File: src/rtl/irqc_pkg.sv
package irqc_pkg;

    localparam int ADDR_W = 3;

    typedef enum logic [1:0] {
        MODE_IDLE   = 2'b00,
        MODE_TX     = 2'b01,
        MODE_RX     = 2'b10,
        MODE_IDLE_B = 2'b11
    } radio_mode_e;

    typedef enum logic [ADDR_W-1:0] {
        SEL_TX_ST  = 3'd0,
        SEL_RX_ST  = 3'd1,
        SEL_SYS_ST = 3'd2,
        SEL_NONE   = 3'd3,
        SEL_TX_EN  = 3'd4,
        SEL_RX_EN  = 3'd5,
        SEL_SYS_EN = 3'd6,
        SEL_PIN    = 3'd7
    } reg_sel_e;

    // bit 1: open drain, bit 0: active high
    typedef struct packed {
        logic open_drain;
        logic act_high;
    } pin_cfg_t;

    localparam pin_cfg_t PIN_CFG_RST = '{open_drain: 1'b0, act_high: 1'b1};

    function automatic logic tx_group_open(radio_mode_e m);
        return m != MODE_RX;
    endfunction

    function automatic logic rx_group_open(radio_mode_e m);
        return m != MODE_TX;
    endfunction

endpackage

File: src/rtl/irqc_sticky.sv
module irqc_sticky #(
    parameter int W = 4
) (
    input  logic         clk,
    input  logic         rst,
    input  logic [W-1:0] evt,
    input  logic         clr,
    output logic [W-1:0] st
);

    always_ff @(posedge clk) begin
        if (rst) st <= '0;
        else     st <= (clr ? '0 : st) | evt;
    end

    AST_STICKY_HOLD: assert property (@(posedge clk) disable iff (rst)
        !clr |=> ((st & $past(st)) == $past(st)));
    AST_EVENT_SETS: assert property (@(posedge clk) disable iff (rst)
        (|evt) |=> ((st & $past(evt)) == $past(evt)));
    AST_READ_CLEARS: assert property (@(posedge clk) disable iff (rst)
        (clr && evt == '0) |=> (st == '0));

endmodule

File: src/rtl/irqc_regfile.sv
module irqc_regfile
    import irqc_pkg::*;
#(
    parameter int DW    = 8,
    parameter int N_TX  = 4,
    parameter int N_RX  = 4,
    parameter int N_SYS = 3
) (
    input  logic              clk,
    input  logic              rst,
    input  logic              wr_en,
    input  logic              rd_en,
    input  logic [ADDR_W-1:0] addr,
    input  logic [DW-1:0]     wdata,
    input  logic [N_TX-1:0]   tx_st,
    input  logic [N_RX-1:0]   rx_st,
    input  logic [N_SYS-1:0]  sys_st,
    output logic [N_TX-1:0]   tx_en,
    output logic [N_RX-1:0]   rx_en,
    output logic [N_SYS-1:0]  sys_en,
    output pin_cfg_t          cfg,
    output logic              clr_tx,
    output logic              clr_rx,
    output logic              clr_sys,
    output logic [DW-1:0]     rdata
);

    reg_sel_e      sel;
    logic [DW-1:0] rd_mux;
    logic          unused_wdata;

    assign sel          = reg_sel_e'(addr);
    assign unused_wdata = ^wdata;

    assign clr_tx  = rd_en && (sel == SEL_TX_ST);
    assign clr_rx  = rd_en && (sel == SEL_RX_ST);
    assign clr_sys = rd_en && (sel == SEL_SYS_ST);

    always_ff @(posedge clk) begin
        if (rst) begin
            tx_en  <= '0;
            rx_en  <= '0;
            sys_en <= '0;
            cfg    <= PIN_CFG_RST;
        end else if (wr_en) begin
            case (sel)
                SEL_TX_EN:  tx_en  <= wdata[N_TX-1:0];
                SEL_RX_EN:  rx_en  <= wdata[N_RX-1:0];
                SEL_SYS_EN: sys_en <= wdata[N_SYS-1:0];
                SEL_PIN:    cfg    <= pin_cfg_t'(wdata[1:0]);
                default: ;
            endcase
        end
    end

    always_comb begin
        rd_mux = '0;
        case (sel)
            SEL_TX_ST:  rd_mux[N_TX-1:0]  = tx_st;
            SEL_RX_ST:  rd_mux[N_RX-1:0]  = rx_st;
            SEL_SYS_ST: rd_mux[N_SYS-1:0] = sys_st;
            SEL_TX_EN:  rd_mux[N_TX-1:0]  = tx_en;
            SEL_RX_EN:  rd_mux[N_RX-1:0]  = rx_en;
            SEL_SYS_EN: rd_mux[N_SYS-1:0] = sys_en;
            SEL_PIN:    rd_mux[1:0]       = cfg;
            default:    rd_mux            = '0;
        endcase
    end

    always_ff @(posedge clk) begin
        if (rst)        rdata <= '0;
        else if (rd_en) rdata <= rd_mux;
    end

    AST_ENABLES_KEPT: assert property (@(posedge clk) disable iff (rst)
        !wr_en |=> ($stable(tx_en) && $stable(rx_en) && $stable(sys_en)));

endmodule

File: src/rtl/irqc_combine.sv
module irqc_combine
    import irqc_pkg::*;
#(
    parameter int N_TX  = 4,
    parameter int N_RX  = 4,
    parameter int N_SYS = 3
) (
    input  logic             clk,
    input  logic             rst,
    input  radio_mode_e      mode,
    input  logic [N_TX-1:0]  tx_st,
    input  logic [N_RX-1:0]  rx_st,
    input  logic [N_SYS-1:0] sys_st,
    input  logic [N_TX-1:0]  tx_en,
    input  logic [N_RX-1:0]  rx_en,
    input  logic [N_SYS-1:0] sys_en,
    output logic             irq_active
);

    logic tx_req, rx_req, sys_req, req;

    assign tx_req  = tx_group_open(mode) && |(tx_st & tx_en);
    assign rx_req  = rx_group_open(mode) && |(rx_st & rx_en);
    assign sys_req = |(sys_st & sys_en);
    assign req     = tx_req || rx_req || sys_req;

    always_ff @(posedge clk) begin
        if (rst) irq_active <= 1'b0;
        else     irq_active <= req;
    end

    AST_RX_HELD_IN_TX: assert property (@(posedge clk) disable iff (rst)
        (mode == MODE_TX && (tx_st & tx_en) == '0 && (sys_st & sys_en) == '0)
        |=> !irq_active);
    AST_TX_HELD_IN_RX: assert property (@(posedge clk) disable iff (rst)
        (mode == MODE_RX && (rx_st & rx_en) == '0 && (sys_st & sys_en) == '0)
        |=> !irq_active);
    AST_SYS_UNGATED: assert property (@(posedge clk) disable iff (rst)
        (|(sys_st & sys_en)) |=> irq_active);
    AST_DISABLED_QUIET: assert property (@(posedge clk) disable iff (rst)
        (tx_en == '0 && rx_en == '0 && sys_en == '0) |=> !irq_active);

endmodule

File: src/rtl/irqc_pin_drv.sv
module irqc_pin_drv
    import irqc_pkg::*;
(
    input  logic     clk,
    input  logic     rst,
    input  logic     irq_active,
    input  pin_cfg_t cfg,
    output logic     irq_o,
    output logic     irq_oe_o
);

    always_comb begin
        if (cfg.open_drain) begin
            irq_o    = cfg.act_high;
            irq_oe_o = irq_active;
        end else begin
            irq_o    = irq_active ? cfg.act_high : !cfg.act_high;
            irq_oe_o = 1'b1;
        end
    end

    AST_PP_ALWAYS_DRIVEN: assert property (@(posedge clk) disable iff (rst)
        !cfg.open_drain |-> irq_oe_o);
    AST_OD_RELEASED: assert property (@(posedge clk) disable iff (rst)
        (cfg.open_drain && !irq_active) |-> !irq_oe_o);
    AST_LEVEL_WHEN_ACTIVE: assert property (@(posedge clk) disable iff (rst)
        irq_active |-> (irq_o == cfg.act_high));

endmodule

File: src/rtl/radio_irq_ctrl.sv
module radio_irq_ctrl
    import irqc_pkg::*;
#(
    parameter int DW    = 8,
    parameter int N_TX  = 4,
    parameter int N_RX  = 4,
    parameter int N_SYS = 3
) (
    input  logic             clk,
    input  logic             rst,
    input  logic [N_TX-1:0]  tx_evt_i,
    input  logic [N_RX-1:0]  rx_evt_i,
    input  logic [N_SYS-1:0] sys_evt_i,
    input  logic [1:0]       mode_i,
    input  logic             rd_en_i,
    input  logic             wr_en_i,
    input  logic [2:0]       addr_i,
    input  logic [DW-1:0]    wdata_i,
    output logic [DW-1:0]    rdata_o,
    output logic             irq_o,
    output logic             irq_oe_o
);

    logic [N_TX-1:0]  tx_st, tx_en;
    logic [N_RX-1:0]  rx_st, rx_en;
    logic [N_SYS-1:0] sys_st, sys_en;
    logic             clr_tx, clr_rx, clr_sys;
    logic             irq_active;
    pin_cfg_t         cfg;
    radio_mode_e      mode;

    assign mode = radio_mode_e'(mode_i);

    irqc_sticky #(.W(N_TX)) u_tx_st (
        .clk(clk), .rst(rst), .evt(tx_evt_i), .clr(clr_tx), .st(tx_st));
    irqc_sticky #(.W(N_RX)) u_rx_st (
        .clk(clk), .rst(rst), .evt(rx_evt_i), .clr(clr_rx), .st(rx_st));
    irqc_sticky #(.W(N_SYS)) u_sys_st (
        .clk(clk), .rst(rst), .evt(sys_evt_i), .clr(clr_sys), .st(sys_st));

    irqc_regfile #(.DW(DW), .N_TX(N_TX), .N_RX(N_RX), .N_SYS(N_SYS)) u_regs (
        .clk(clk), .rst(rst), .wr_en(wr_en_i), .rd_en(rd_en_i),
        .addr(addr_i), .wdata(wdata_i),
        .tx_st(tx_st), .rx_st(rx_st), .sys_st(sys_st),
        .tx_en(tx_en), .rx_en(rx_en), .sys_en(sys_en), .cfg(cfg),
        .clr_tx(clr_tx), .clr_rx(clr_rx), .clr_sys(clr_sys),
        .rdata(rdata_o));

    irqc_combine #(.N_TX(N_TX), .N_RX(N_RX), .N_SYS(N_SYS)) u_combine (
        .clk(clk), .rst(rst), .mode(mode),
        .tx_st(tx_st), .rx_st(rx_st), .sys_st(sys_st),
        .tx_en(tx_en), .rx_en(rx_en), .sys_en(sys_en),
        .irq_active(irq_active));

    irqc_pin_drv u_pin (
        .clk(clk), .rst(rst), .irq_active(irq_active), .cfg(cfg),
        .irq_o(irq_o), .irq_oe_o(irq_oe_o));

    AST_READ_NEEDED_TO_DROP: assert property (@(posedge clk) disable iff (rst)
        (!rd_en_i && (sys_st & sys_en) != '0) |=> ((sys_st & $past(sys_st)) == $past(sys_st)));

endmodule

File: config.mk
export PLATFORM = sky130hd
export DESIGN_NAME = radio_irq_ctrl
export DESIGN_NICKNAME = d
export VERILOG_FILES = /design/src/rtl/irqc_pkg.sv /design/src/rtl/irqc_sticky.sv /design/src/rtl/irqc_regfile.sv /design/src/rtl/irqc_combine.sv /design/src/rtl/irqc_pin_drv.sv /design/src/rtl/radio_irq_ctrl.sv
export SDC_FILE = /design/constraint.sdc
export NUM_CORES = 1
export LEC_CHECK = 0
export BUFFER_PORTS_ARGS = -buffer_cell sky130_fd_sc_hd__buf_2
export CAP_MARGIN = 40
export CELL_PAD_IN_SITES_DETAIL_PLACEMENT = 0
export CELL_PAD_IN_SITES_GLOBAL_PLACEMENT = 1
export CORE_ASPECT_RATIO = 0.8
export CORE_MARGIN = 3
export CORE_UTILIZATION = 35
export DETAILED_ROUTE_END_ITERATION = 12
export PLACE_DENSITY_LB_ADDON = 0.25
export SLEW_MARGIN = 20
export SYNTH_ARGS = -nofsm -noshare
export SYNTH_HDL_FRONTEND = slang
export SYNTH_SLANG_ARGS = --single-unit
File: constraint.sdc
create_clock -name clk -period 1.5 [get_ports clk]
set_input_delay 0.075 -clock clk [delete_from_list [all_inputs] [get_ports clk]]
set_output_delay 0.075 -clock clk [all_outputs]
set_load 0.01 [all_outputs]
==> results of run 1 <==
==> cells in the final DEF (no fill, tap or decap) <==
cell | Yosys | final
sky130_fd_sc_hd__inv_1 | 3 | 3
sky130_fd_sc_hd__nor4b_1 | 1 | 1
sky130_fd_sc_hd__a211oi_2 | 1 | 1
sky130_fd_sc_hd__nand2b_1 | 2 | 2
sky130_fd_sc_hd__clkbuf_1 | 6 | 3
sky130_fd_sc_hd__a311oi_1 | 1 | 1
sky130_fd_sc_hd__xor2_1 | 1 | 1
sky130_fd_sc_hd__clkbuf_8 | 0 | 5
sky130_fd_sc_hd__a21oi_1 | 12 | 12
sky130_fd_sc_hd__mux4_2 | 4 | 4
sky130_fd_sc_hd__nand3_1 | 2 | 2
sky130_fd_sc_hd__nand4_1 | 1 | 1
sky130_fd_sc_hd__or4b_4 | 1 | 1
sky130_fd_sc_hd__o41ai_1 | 1 | 1
sky130_fd_sc_hd__nand4b_1 | 2 | 2
sky130_fd_sc_hd__nor2_1 | 27 | 27
sky130_fd_sc_hd__nand3b_1 | 2 | 2
sky130_fd_sc_hd__mux2i_1 | 17 | 17
sky130_fd_sc_hd__a22oi_1 | 2 | 2
sky130_fd_sc_hd__dfxtp_1 | 29 | 29
sky130_fd_sc_hd__nand2_2 | 1 | 1
sky130_fd_sc_hd__nor4bb_1 | 1 | 1
sky130_fd_sc_hd__conb_1 | 1 | 4
sky130_fd_sc_hd__a221oi_1 | 1 | 1
sky130_fd_sc_hd__a222oi_1 | 1 | 1
sky130_fd_sc_hd__mux2_2 | 1 | 1
sky130_fd_sc_hd__o211a_1 | 1 | 1
sky130_fd_sc_hd__buf_4 | 4 | 1
sky130_fd_sc_hd__and3_1 | 1 | 1
sky130_fd_sc_hd__nand4bb_1 | 2 | 2
sky130_fd_sc_hd__a22o_1 | 2 | 2
sky130_fd_sc_hd__o22ai_1 | 1 | 1
sky130_fd_sc_hd__buf_2 | 1 | 29
sky130_fd_sc_hd__nand2_1 | 2 | 2
==> state kept, by name (all words and copies together), names as in the netlist <==
name and count:
u_tx_st.st 4, u_regs.rdata 4, u_regs.sys_en 3, u_rx_st.st 4
u_regs.rx_en 4, u_sys_st.st 3, u_regs.tx_en 4, u_regs.cfg 2
u_combine.irq_active 1
==> tightest hold or removal path, stage by stage <==
cell	delay, ns
sky130_fd_sc_hd__buf_2	0.08
sky130_fd_sc_hd__a21oi_1	0.03
sky130_fd_sc_hd__nor2_1	0.06
==> final cells by class <==
cell class              count  area share
well taps                  52     0.04117
repair buffers             30     0.09659
flip-flops and latches     29      0.3674
inverters                   3    0.007126
multi-input cells          95      0.4371
clock buffers               8     0.05067
==> power by group <==
group / switching [W] / internal, W / total (W) / leakage [nW]
clock: 0.000257 / 0.000328 / 0.000585 / 0.0395
combinational: 0.0000967 / 0.0000886 / 0.000185 / 0.419
sequential: 0.0000278 / 0.000807 / 0.000835 / 0.238
total: 0.000381 / 0.00122 / 0.00161 / 0.697
==> worst paths after layout <==
| kind | start | endpoint | slack, ns |
|---|---|---|---|
| setup / recovery | u_sys_st.st[1] | u_combine.irq_active | 0.16 |
| hold / removal | tx_evt_i[0] | u_tx_st.st[0] | 0.008 |
| setup reg to reg | u_sys_st.st[1] | u_combine.irq_active | 0.16 |
| hold reg to reg | u_regs.rdata[3] | u_regs.rdata[3] | 0.46 |
==> routing by layer <==
layer,share of wire,global-route usage,up-vias
met5,0,0,-
met1,0.50,0.2026,488
met3,0.071,0.04341,4
met2,0.42,0.2030,33
li1,-,-,537
met4,0.0099,0.05237,0
==> logic make-up (layout without fill, tap and decap cells) <==
| family | count (synthesis) | after routing | synth area share |
|---|---|---|---|
| compound gates | 23 | 23 | 0.1159 |
| xor+xnor | 1 | 1 | 0.006441 |
| buf+inv | 16 | 41 | 0.07359 |
| flops | 29 | 29 | 0.4269 |
| mux | 22 | 22 | 0.1996 |
| other cells | 1 | 4 | 0.002757 |
| simple gates | 45 | 45 | 0.1748 |
==> metrics by stage <==
step	power [W]	instances
5_1_grt	0.001697	217
2_1_floorplan	0.0009802	140
4_1_cts	0.001630	217
3_3_place_gp	0.001034	209
6_report	0.001605	217
3_5_place_dp	0.001037	209
==> impl.org, run 1 <==
** Outcome
- The flow ran to the end, and the final reports show no timing, DRC or antenna violations.

** Layout
- At the end of the flow the core is filled with cells to 0.4402.
- Number of diodes :: 0
- The multi-input combinational cells in the finished layout cover a total of 690.7 sq um.
- In the final layout, the share of cells above drive strength 1 is 0.2606.
- After routing the design area is 0.001580 sq mm.
- The filler cells instantiated in the layout total 365.
- Final #Nets :: 192
- Register Area :: 580.6 sq um
- Layout-stage area growth over the synthesis result :: 16.19%

** Synthesis
- Synth cell count leaders :: sky130_fd_sc_hd__dfxtp_1 (29), sky130_fd_sc_hd__nor2_1 (27), sky130_fd_sc_hd__mux2i_1 (17)
- Dominant register cell in the synthesized netlist :: sky130_fd_sc_hd__dfxtp_1
- In the post-synthesis netlist, the cell with the most instances is sky130_fd_sc_hd__dfxtp_1.
- Leading area contributor after synthesis :: sky130_fd_sc_hd__dfxtp_1
- By area the synthesized netlist is led by sky130_fd_sc_hd__dfxtp_1 (43%), sky130_fd_sc_hd__mux2i_1 (13%), sky130_fd_sc_hd__nor2_1 (7.5%).
- In this run the cell area of the synthesized design comes to 0.001360 sq mm.
- Synth unique cells :: 35
- Counting flops with an async set or reset pin after synthesis yields a share of 0.
- EDFF count, synth :: 0
- Gate Count Post-Synth :: 137
- Averaged over all synthesized cells, the footprint is 9.927 sq um.
- Of the post-synthesis cell area, the dominant cell type holds 0.4269.
- Of the synthesized area, sequential elements account for 0.4269.
- The synthesized design contains 29 register bits.
- Ys Warns :: 0

** Drt
- Detailed-route vias per instance :: 4.894
- Before antenna repair, the detailed router went through 4 iterations.
- Routed wire length per instance :: 13.48 um
- Wires add up to 2.925 mm.
- In this run the remaining antenna-violating nets after routing total 0.
- In the routed design, unresolved DRC markers number 0.
- Number of vias in the routed layout :: 1062
- DRC marker count from the first detailed-route iteration :: 70

** CTS
- CTS Sinks :: 29
- The later pin in the worst-skew pair is clocked with a latency of 0.27 ns.
- Worst-path clk slew :: 0.06 ns
- H-tree levels :: 2
- CTS hold repair buffers :: 0
- Number of buffers between clock root and the deepest sink :: 2
- CTS tree :: built
- Number of CTS-inserted buffers :: 5
- Clock Root Buffer :: sky130_fd_sc_hd__clkbuf_8
- In this run the post-CTS setup repair buffer count came out at 0.
- Once the clock tree was built, the resizer swapped 0 gates to a different size.

** Critical path
- Along the worst path, the maximum fanout reaches 3.
- Worst path required time :: 1.62 ns
- Critical path's slowest cell :: sky130_fd_sc_hd__a222oi_1
- Critical Path, Cell by Cell :: a222oi_1, and3_1, a221oi_1
- STA classifies the critical path endpoint as a flip-flop.
- Data on the critical path arrives at its endpoint at 1.45 ns.
- Top delay family on crit path :: compound AO/OA/AOI/OAI gates
- CP peak stage delay :: 0.51 ns
- The critical path is of the reg -> reg type.
- Number of cells on the critical path :: 3
- Depth of the worst register-to-register path :: 3
- Counting both buffers and inverters, the worst setup path holds a total of 0.
- Kind of launch point of the worst setup path :: flip-flop

** Job
- Max Cap Violations :: 0

** Timing
- Across the routed clock network, the largest skew measured is 0.005474 ns.
- Unrepaired setup endpoints after global routing :: no
- Transition time at the pin with the least slew margin :: 0.5144 ns
- Adding up every negative setup slack in the final design gives 0 ns.
- Number of failing setup endpoints in the final timing report :: 0
- Count of pins over their slew limit :: 0
- Max Fclk :: 748.1 MHz
- Setup slack closes at 0.1632 ns.
- Final period demand of the worst path :: 1.337 ns
- Ratio of final minimum period to clock period :: 0.8912
- Hold is met by 0.008339 ns.
- The worst pin sits at a relative slew slack of 0.6570.
- Final hold viol count :: 0

** Global routing
- Entering global routing, the biggest net connects 30 pins.
- The initial antenna violation count is 0.
- The first global-routing pass estimated 4.767 mm of wire.
- Vias in the first global route :: 983
- For this run, the total global-route usage over all layers was measured as 0.1422.
- Overflow after GRT :: 0

** Die
- The die is 75.70 um wide.
- The initialized floorplan defines 19 standard-cell rows.
- Die outline area :: 0.004675 sq mm
- Count of boundary I/O pins :: 38
- Placeable core area :: 0.003590 sq mm
- Chip Height :: 61.76 um
- Initial cell density of the core :: 0.3789

** Min path
- Hold-critical path depth :: 3
- The path class of the tightest hold or removal check is in -> reg.

** Place
- Port buffering added 29 buffers.
- Worst slack at placement :: 0.2058 ns
- Area of placed instances :: 0.001500 sq mm
- At the end of routability-driven placement, the weighted congestion stood at 0.7648.
- Placed wire-length estimate after detailed placement :: 2.219 mm

** Power and ir drop
- In this run the static leakage power is 0.6968 nW.
- Worst vdd rail ir drop :: 0.5665 mV
- In this run the power density over the cells is 1016 mW/mm^2.
No activity file was read; power rests on OpenSTA's default activity.
==> inputs of run 2 (changes only) <==
ABC_AREA = 1   (was default)
HOLD_SLACK_MARGIN = 0.15   (was default)
==> impl.org, run 2 <==
** Outcome
- The run finished with clean final reports.

** CTS
- The TritonCTS sink count was 29 (unchanged).
- CTS tree :: built
- The post-CTS setup buffer count is 0 (unchanged).
- The maximum root-to-sink buffer count is 2 (unchanged).
- The clock input transition at the sequential cells of the worst setup and hold paths came to 0.06 ns (about the same).
- The cell sitting at the root of the clock tree is a sky130_fd_sc_hd__clkbuf_8.
- The H-tree depth was 2 (unchanged).
- The clock insertion delay at the later pin of the skew report was 0.28 ns (about the same).
- The number of clock buffers inserted by TritonCTS came to 5 (unchanged).

** Drt
- Number of vias in the routed layout :: 1398 (+32%)
- The final wirelength came to 3.617 mm (+24%).
- The remaining number of nets flagged by the antenna check after routing came to 0 (unchanged).
- Detailed-routing iteration count for the pre-antenna-repair pass :: 4 (unchanged)
- Routed wire length per instance :: 12.02 um (-11%)
- Remaining design rule violation count :: 0 (unchanged)
- Detailed-route vias per instance :: 4.645 (-5.1%)
- DRC marker count from the first detailed-route iteration :: 79 (+13%)

** Critical path
- On the critical path, the stage with the largest delay is an instance of sky130_fd_sc_hd__dfxtp_1.
- Top delay family on crit path :: flip-flops
- The critical path required time was 1.42 ns (-0.20 ns).
- The arrival time reported for the critical path endpoint is 1.05 ns (-0.40 ns).
- CP peak stage delay :: 0.34 ns (-0.17 ns)
- The total buffers and inverters traversed by the critical path came to 1 (+1).
- Critical Path, Cell by Cell :: nor2_1, xor2_1, buf_2
- The critical path in this run is classified as reg -> out.
- The maximum fanout along the worst path was 4 (+1).
- The worst setup path is captured at a primary output.
- STA classifies the critical path startpoint as a flip-flop.

** Die
- Initial cell density of the core :: 0.3716 (-0.007265)
- The number of primary I/O pins came to 38 (unchanged).
- Die outline area :: 0.004929 sq mm (+5.5%)
- The die outline width is 77.75 um (+2.7%).
- The height of the chip came to 63.40 um (+2.7%).
- The site row count came to 20 (+1).
- Placeable core area :: 0.003879 sq mm (+8.1%)

** Timing
- The accumulated negative setup slack came to 0 ns (unchanged).
- The number of pins exceeding their max-slew limit in the final report came to 0 (unchanged).
- The worst clock skew came to 0.005173 ns (-0.0003002 ns).
- The post-route fraction of the period consumed by the critical path was 0.7508 (-0.1404).
- Setup repair after global routing left no endpoint under its margin.
- The final critical path time including I/O delays and setup was 1.126 ns (-0.2107 ns).
- The achievable clock frequency was 888.0 MHz (+19%).
- Final hold viol count :: 0 (unchanged)
- Hold Slack :: 0.1660 ns (+0.1576 ns)
- Number of failing setup endpoints in the final timing report :: 0 (unchanged)

** Synthesis
- Async set-or-reset flop fraction in the synthesized netlist :: 0 (unchanged)
- Portion of the post-synthesis area used by sequential elements :: 0.4028 (-0.02409)
- The count of warnings emitted by yosys came to 0 (unchanged).
- Gate Count Post-Synth :: 200 (+46%)
- Main area contributors after synthesis :: sky130_fd_sc_hd__dfxtp_1 (40%), sky130_fd_sc_hd__a21oi_1 (9.0%), sky130_fd_sc_hd__nand2_1 (8.6%)
- Cell Area, Synth :: 0.001441 sq mm (+6.0%)
- In the synthesized netlist the dominant register cell turns out to be sky130_fd_sc_hd__dfxtp_1.
- The average footprint of a synthesized cell was 7.207 sq um (-27%).
- The synthesized flop and latch total was 29 (unchanged).
- EDFF count, synth :: 0 (unchanged)
- Synth cell count leaders :: sky130_fd_sc_hd__nand2_1 (33), sky130_fd_sc_hd__dfxtp_1 (29), sky130_fd_sc_hd__a21oi_1 (26)
- Synth unique cells :: 22 (-37%)
- sky130_fd_sc_hd__nand2_1 is the most common cell in the netlist.
- Leading area contributor after synthesis :: sky130_fd_sc_hd__dfxtp_1
- The share of the synthesized area in the top cell type is 0.4028 (-0.02409).

** Layout
- The final net count came to 273 (+42%).
- Most frequent standard cell in the layout excluding fill and tap cells :: sky130_fd_sc_hd__nand2_1
- Finished Layout Cells :: 301 (+39%)
- Most frequent cells in the layout :: sky130_fd_sc_hd__nand2_1 (33), sky130_fd_sc_hd__buf_2 (29), sky130_fd_sc_hd__dfxtp_1 (29)
- Layout cells sized above 1 :: 0.1951 (-0.06548)
- Final core occ :: 0.4765 (+0.03623)
- Filler instances :: 401 (+9.9%)
- Number of diodes :: 0 (unchanged)
- The area growth from synthesis to layout is 28.21%.

** Power and ir drop
- The power density over the cells came to 969.7 mW/mm^2 (-4.5%).
- Static leakage :: 0.8263 nW (+19%)
- The worst vdd rail ir drop was 0.6206 mV (+9.6%).
- The total power consumption of the routed design was 0.001792 W (+12%).

** Place
- Number of buffers inserted by port buffering :: 29 (unchanged)
- Placed wire-length estimate after detailed placement :: 2.622 mm (+18%)
- Final GP Congestion :: 0.7969 (+4.2%)
- The total placed cells including tap cells is 277 (+33%).

** Min path
- The tightest min-delay check is of the in -> reg type.

** Global routing
- Vias in the first global route :: 1313 (+34%)
- Global-route wire length before repair :: 6.030 mm (+26%)
- The initial antenna violation count was 0 (unchanged).
- The largest net degree at the start of global routing was 16 (-47%).
- The leftover overflow at the end of global routing was 0 (unchanged).
- Overall fraction of global-route tracks in use :: 0.1575 (+0.01534)

** Job
- The max-capacitance violation count was 0 (unchanged).
[run 2: worst paths after layout]
check,start,end,slack [ns],depth (start not counted)
min,rst,u_regs.rdata[1],0.17,3
min reg2reg,u_regs.rdata[0],u_regs.rdata[0],0.47,2
max reg2reg,u_regs.rx_en[2],u_combine.irq_active,0.52,6
max,u_regs.cfg[1],irq_o,0.37,3
[run 2: stage by stage]
step           cell area, sq um  setup WS (ns)
2_1_floorplan              1453         0.6668
3_3_place_gp               1587         0.3945
3_5_place_dp               1587         0.3989
4_1_cts                    1848         0.3520
5_1_grt                    1848         0.2954
6_report                   1848         0.3739
[run 2: cells by family after synthesis]
| kind of cell | after synthesis | share of synthesized area |
|---|---|---|
| and+or+nand+nor | 87 | 0.2951 |
| DFF | 29 | 0.4028 |
| xor gates and xnor gates | 1 | 0.006077 |
| other | 1 | 0.002602 |
| AOI/OAI and AO/OA | 45 | 0.1623 |
| buffers and inverters | 37 | 0.1311 |
[run 2: metal layers]
metal,vias to the layer above,part of all wire,GRT usage
met4,0,0.0069,0.04667
met1,625,0.52,0.2214
met5,-,0,0
li1,748,-,-
met3,2,0.032,0.04429
met2,23,0.44,0.2329
[run 2: tightest hold or removal path: stages]
cell	delay, ns
sky130_fd_sc_hd__buf_2	0.09
sky130_fd_sc_hd__buf_4	0.19
sky130_fd_sc_hd__a21oi_2	0.04
[run 2: final cells by class]
class / count / area, sq um / area share
multi-input cells: 137 / 683.2 / 0.3697
flip-flops and latches: 29 / 580.6 / 0.3142
repair buffers: 47 / 320.3 / 0.1733
clock buffers: 7 / 96.34 / 0.05213
inverters: 25 / 93.84 / 0.05078
well taps: 55 / 68.82 / 0.03724
clock inverters: 1 / 5.005 / 0.002708
[run 2: report_power, final]
group          internal [W]  switching [W]  total (W)
clock              0.000414       0.000299   0.000713
combinational      0.000103       0.000134   0.000237
sequential         0.000812      0.0000300   0.000842
total               0.00133       0.000463    0.00179
[run 2: what timing repair did]
action,CTS,global route
hold buffers,16,0
resized for setup,0,0
endpoints found under the hold margin,27,0
==> inputs of run 3 (changes only) <==
ABC_AREA = 0   (was 1)
clock period = 1.1 ns   (was 1.5 ns; I/O delays follow)
==> impl.org, run 3 (synthesis results as in run 1) <==
** Timing
- Number of failing setup endpoints in the final timing report :: 3 (+3)
- Derived from the worst setup path, the maximum achievable clock frequency is 868.4 MHz.
- The number of pins exceeding their max-slew limit in the final report was 0 (unchanged).
- Hold Slack :: 0.2111 ns (+0.04514 ns)
- Setup repair after global routing could not meet its margin everywhere.
- The worst path in the final design needs a cycle of 1.152 ns, including I/O delays and setup.
- Setup WS post-layout :: -0.05154 ns (-0.4254 ns)
- The final hold violation count is 0 (unchanged).
- Ratio of final minimum period to clock period :: 1.047
- The worst clock skew was 0.004293 ns (-0.0008806 ns).

** Critical path
- Kind of launch point of the worst setup path :: flip-flop
- Crit path launch :: u_regs.sys_en[1]
- The critical path required time came to 1.26 ns (-0.16 ns).
- Arrival time reported for the critical path endpoint :: 1.31 ns (+0.26 ns)
- The critical path in this run is classified as reg -> reg.
- The depth of the worst register-to-register path is 4 (-2).
- The critical path ends at u_combine.irq_active.
- The worst register-to-register path ends at u_combine.irq_active.
- Endpoint class of the critical path :: flip-flop
- In this run the critical register-to-register path is launched from u_regs.sys_en[1].
- The flop-to-flop setup slack was -0.05 ns (-0.57 ns).
- The maximum fanout along the worst path came to 2 (-2).

** Die
- Count of boundary I/O pins :: 38 (unchanged)
- The site row count was 19 (-5.0%).
- Die X :: 75.70 um (-2.6%)
- Chip Height :: 61.76 um (-2.6%)
- The initial core utilization is 0.3789 (+0.007265).
- The area enclosed by the die boundary was 0.004675 sq mm (-5.2%).
- The total core area is 0.003590 sq mm (-7.5%).

** Global routing
- The largest net degree at the start of global routing came to 21 (+5).
- The via count of the first global-routing pass is 1141 (-13%).
- The initial antenna violation count came to 0 (unchanged).
- The global-route usage over all layers is 0.1672 (+0.009721).
- Global-route wire length before repair :: 5.554 mm (-7.9%)
- The leftover overflow at the end of global routing is 0 (unchanged).

** CTS
- The maximum root-to-sink buffer count was 2 (unchanged).
- H-tree levels :: 2 (unchanged)
- The clock insertion delay at the later pin of the skew report is 0.28 ns (about the same).
- TritonCTS built the clock tree.
- Worst-path clk slew :: 0.06 ns (about the same)
- CTS Sinks :: 29 (unchanged)
- The number of clock buffers inserted by TritonCTS is 5 (unchanged).
- Clock tree synthesis selected as its root buffer the cell sky130_fd_sc_hd__clkbuf_8.

** Place
- Final GP Congestion :: 0.7471 (-6.2%)
- Placed wire-length estimate after detailed placement :: 2.534 mm (-3.4%)
- The number of port buffers was 29 (unchanged).
- The total placed cells including tap cells came to 227 (-18%).

** Power and ir drop
- Clock share of power :: 0.389 (-0.009)
- Total power of the final layout :: 0.002460 W (+37%)
- The net switching power of the design was 0.0005874 W (+27%).
- PD cells :: 1251 mW/mm^2 (+29%)
- Proportion of power drawn by combinational gates :: 0.147 (+0.014)
- P_int :: 0.001872 W (+41%)
- The switching portion of total power is 0.2388 (-0.01949).
- Static leakage :: 0.8937 nW (+8.2%)
- Worst vdd rail ir drop :: 0.8710 mV (+40%)
- Sequential group share of total power :: 0.463 (-0.007)

** Drt
- The first-pass detailed-route iteration total is 4 (unchanged).
- Remaining antenna violation count after routing :: 0 (unchanged)
- Final WL :: 3.450 mm (-4.6%)
- Detailed-route vias per instance :: 4.783 (+3.0%)
- DRC marker count from the first detailed-route iteration :: 73 (-7.6%)
- Routed wire length per instance :: 13.64 um (+13%)
- The number of vias in the routed layout came to 1210 (-13%).
- Remaining design rule violation count :: 0 (unchanged)

** Layout
- Leaving out fill and tap cells, the most frequent cell in the layout is sky130_fd_sc_hd__buf_2.
- The count of non-filler cells in the finished layout came to 253 (-16%).
- From synthesis to final layout, the design area changed by 44.53%.
- Filler instances :: 341 (-15%)
- The final net count was 228 (-16%).
- In the layout the commonest cells are sky130_fd_sc_hd__buf_2 (29), sky130_fd_sc_hd__nor2_1 (26), sky130_fd_sc_hd__buf_4 (18).
- Number of diodes :: 0 (unchanged)
- The share of post-route cells with drive strength above 1 is 0.4129 (+0.2178).

** Outcome
- Violations in the final reports :: negative setup slack
- Status :: finished, violations left

** Min path
- Worst hold-check path type :: in -> reg

** Job
- Max Cap Violations :: 0 (unchanged)
run 3: cell types whose count changed in the layout (fill, tap and decap cells not counted), moves of 16 or more:
cell,change
sky130_fd_sc_hd__mux2i_1,+17
sky130_fd_sc_hd__o21ai_0,-16
sky130_fd_sc_hd__buf_4,+16
sky130_fd_sc_hd__inv_1,-20
sky130_fd_sc_hd__nand2_1,-31
run 3: worst min path at each step:
stage,endpoint,cells past startpoint,startpoint,slack (ns)
CTS,u_regs.cfg[0],4,wr_en_i,0.20
global route,u_regs.rdata[3],4,rd_en_i,0.23
detailed placement,u_tx_st.st[3],3,tx_evt_i[3],0.27
floorplan,u_regs.rdata[1],1,rst,0.16
finish,u_regs.rdata[3],4,rd_en_i,0.21
global placement,u_rx_st.st[1],3,rx_evt_i[1],0.26
run 3: critical path: stages (launching register included):
cell and delay, ns:
sky130_fd_sc_hd__dfxtp_2 0.32, sky130_fd_sc_hd__a222oi_1 0.33, sky130_fd_sc_hd__buf_4 0.18, sky130_fd_sc_hd__and3_1 0.13
sky130_fd_sc_hd__a221oi_1 0.07
run 3: power by group through the flow:
| stage | Combinational, W | Clock (W) | Sequential, W |
|---|---|---|---|
| after global placement | 0.000303 | 0 | 0.00116 |
| after CTS | 0.000356 | 0.000985 | 0.00114 |
| after detailed placement | 0.000307 | 0 | 0.00116 |
| after global routing | 0.000402 | 0.00104 | 0.00115 |
| final | 0.000363 | 0.000958 | 0.00114 |
| after floorplan | 0.000185 | 0 | 0.00115 |
run 3: per-stage QoR:
stage	cell area, sq um	setup slack [ns]	setup TNS [ns]	util
after floorplan	1375	-0.01376	-0.01376	-
after global placement	1650	-0.05913	-0.3507	0.4597
after detailed placement	1650	-0.08234	-0.2963	0.4597
after CTS	1936	-0.04152	-0.08324	0.5392
after global routing	1966	-0.08478	-0.2393	0.5476
final	1966	-0.05154	-0.09248	0.5476
run 3: layout make-up:
class | instances | area, sq um | area share
Clock buffer | 7 | 96.34 | 0.04901
Clock inverter | 1 | 5.005 | 0.002546
Inverter | 3 | 11.26 | 0.005729
Multi-Input combinational cell | 95 | 706.9 | 0.3596
Sequential cell | 29 | 599.3 | 0.3049
Tap cell | 52 | 65.06 | 0.03310
Timing Repair Buffer | 66 | 481.7 | 0.2451
run 3: timing repair:
| action | CTS | global route |
|---|---|---|
| resized for setup | 7 | 10 |
| setup buffers | 0 | 1 |
| endpoints found under the setup margin | 3 | 6 |
| endpoints found under the hold margin | 29 | 0 |
| pin swaps | 1 | 3 |
| hold buffers | 17 | 0 |
run 3: layer usage:
metal | track usage | up-vias | routed length [um]
met5 | 0 | - | 0
met4 | 0.08229 | 0 | 65
met3 | 0.04502 | 8 | 174
met2 | 0.2423 | 35 | 1472
met1 | 0.2307 | 558 | 1739
li1 | - | 609 | -
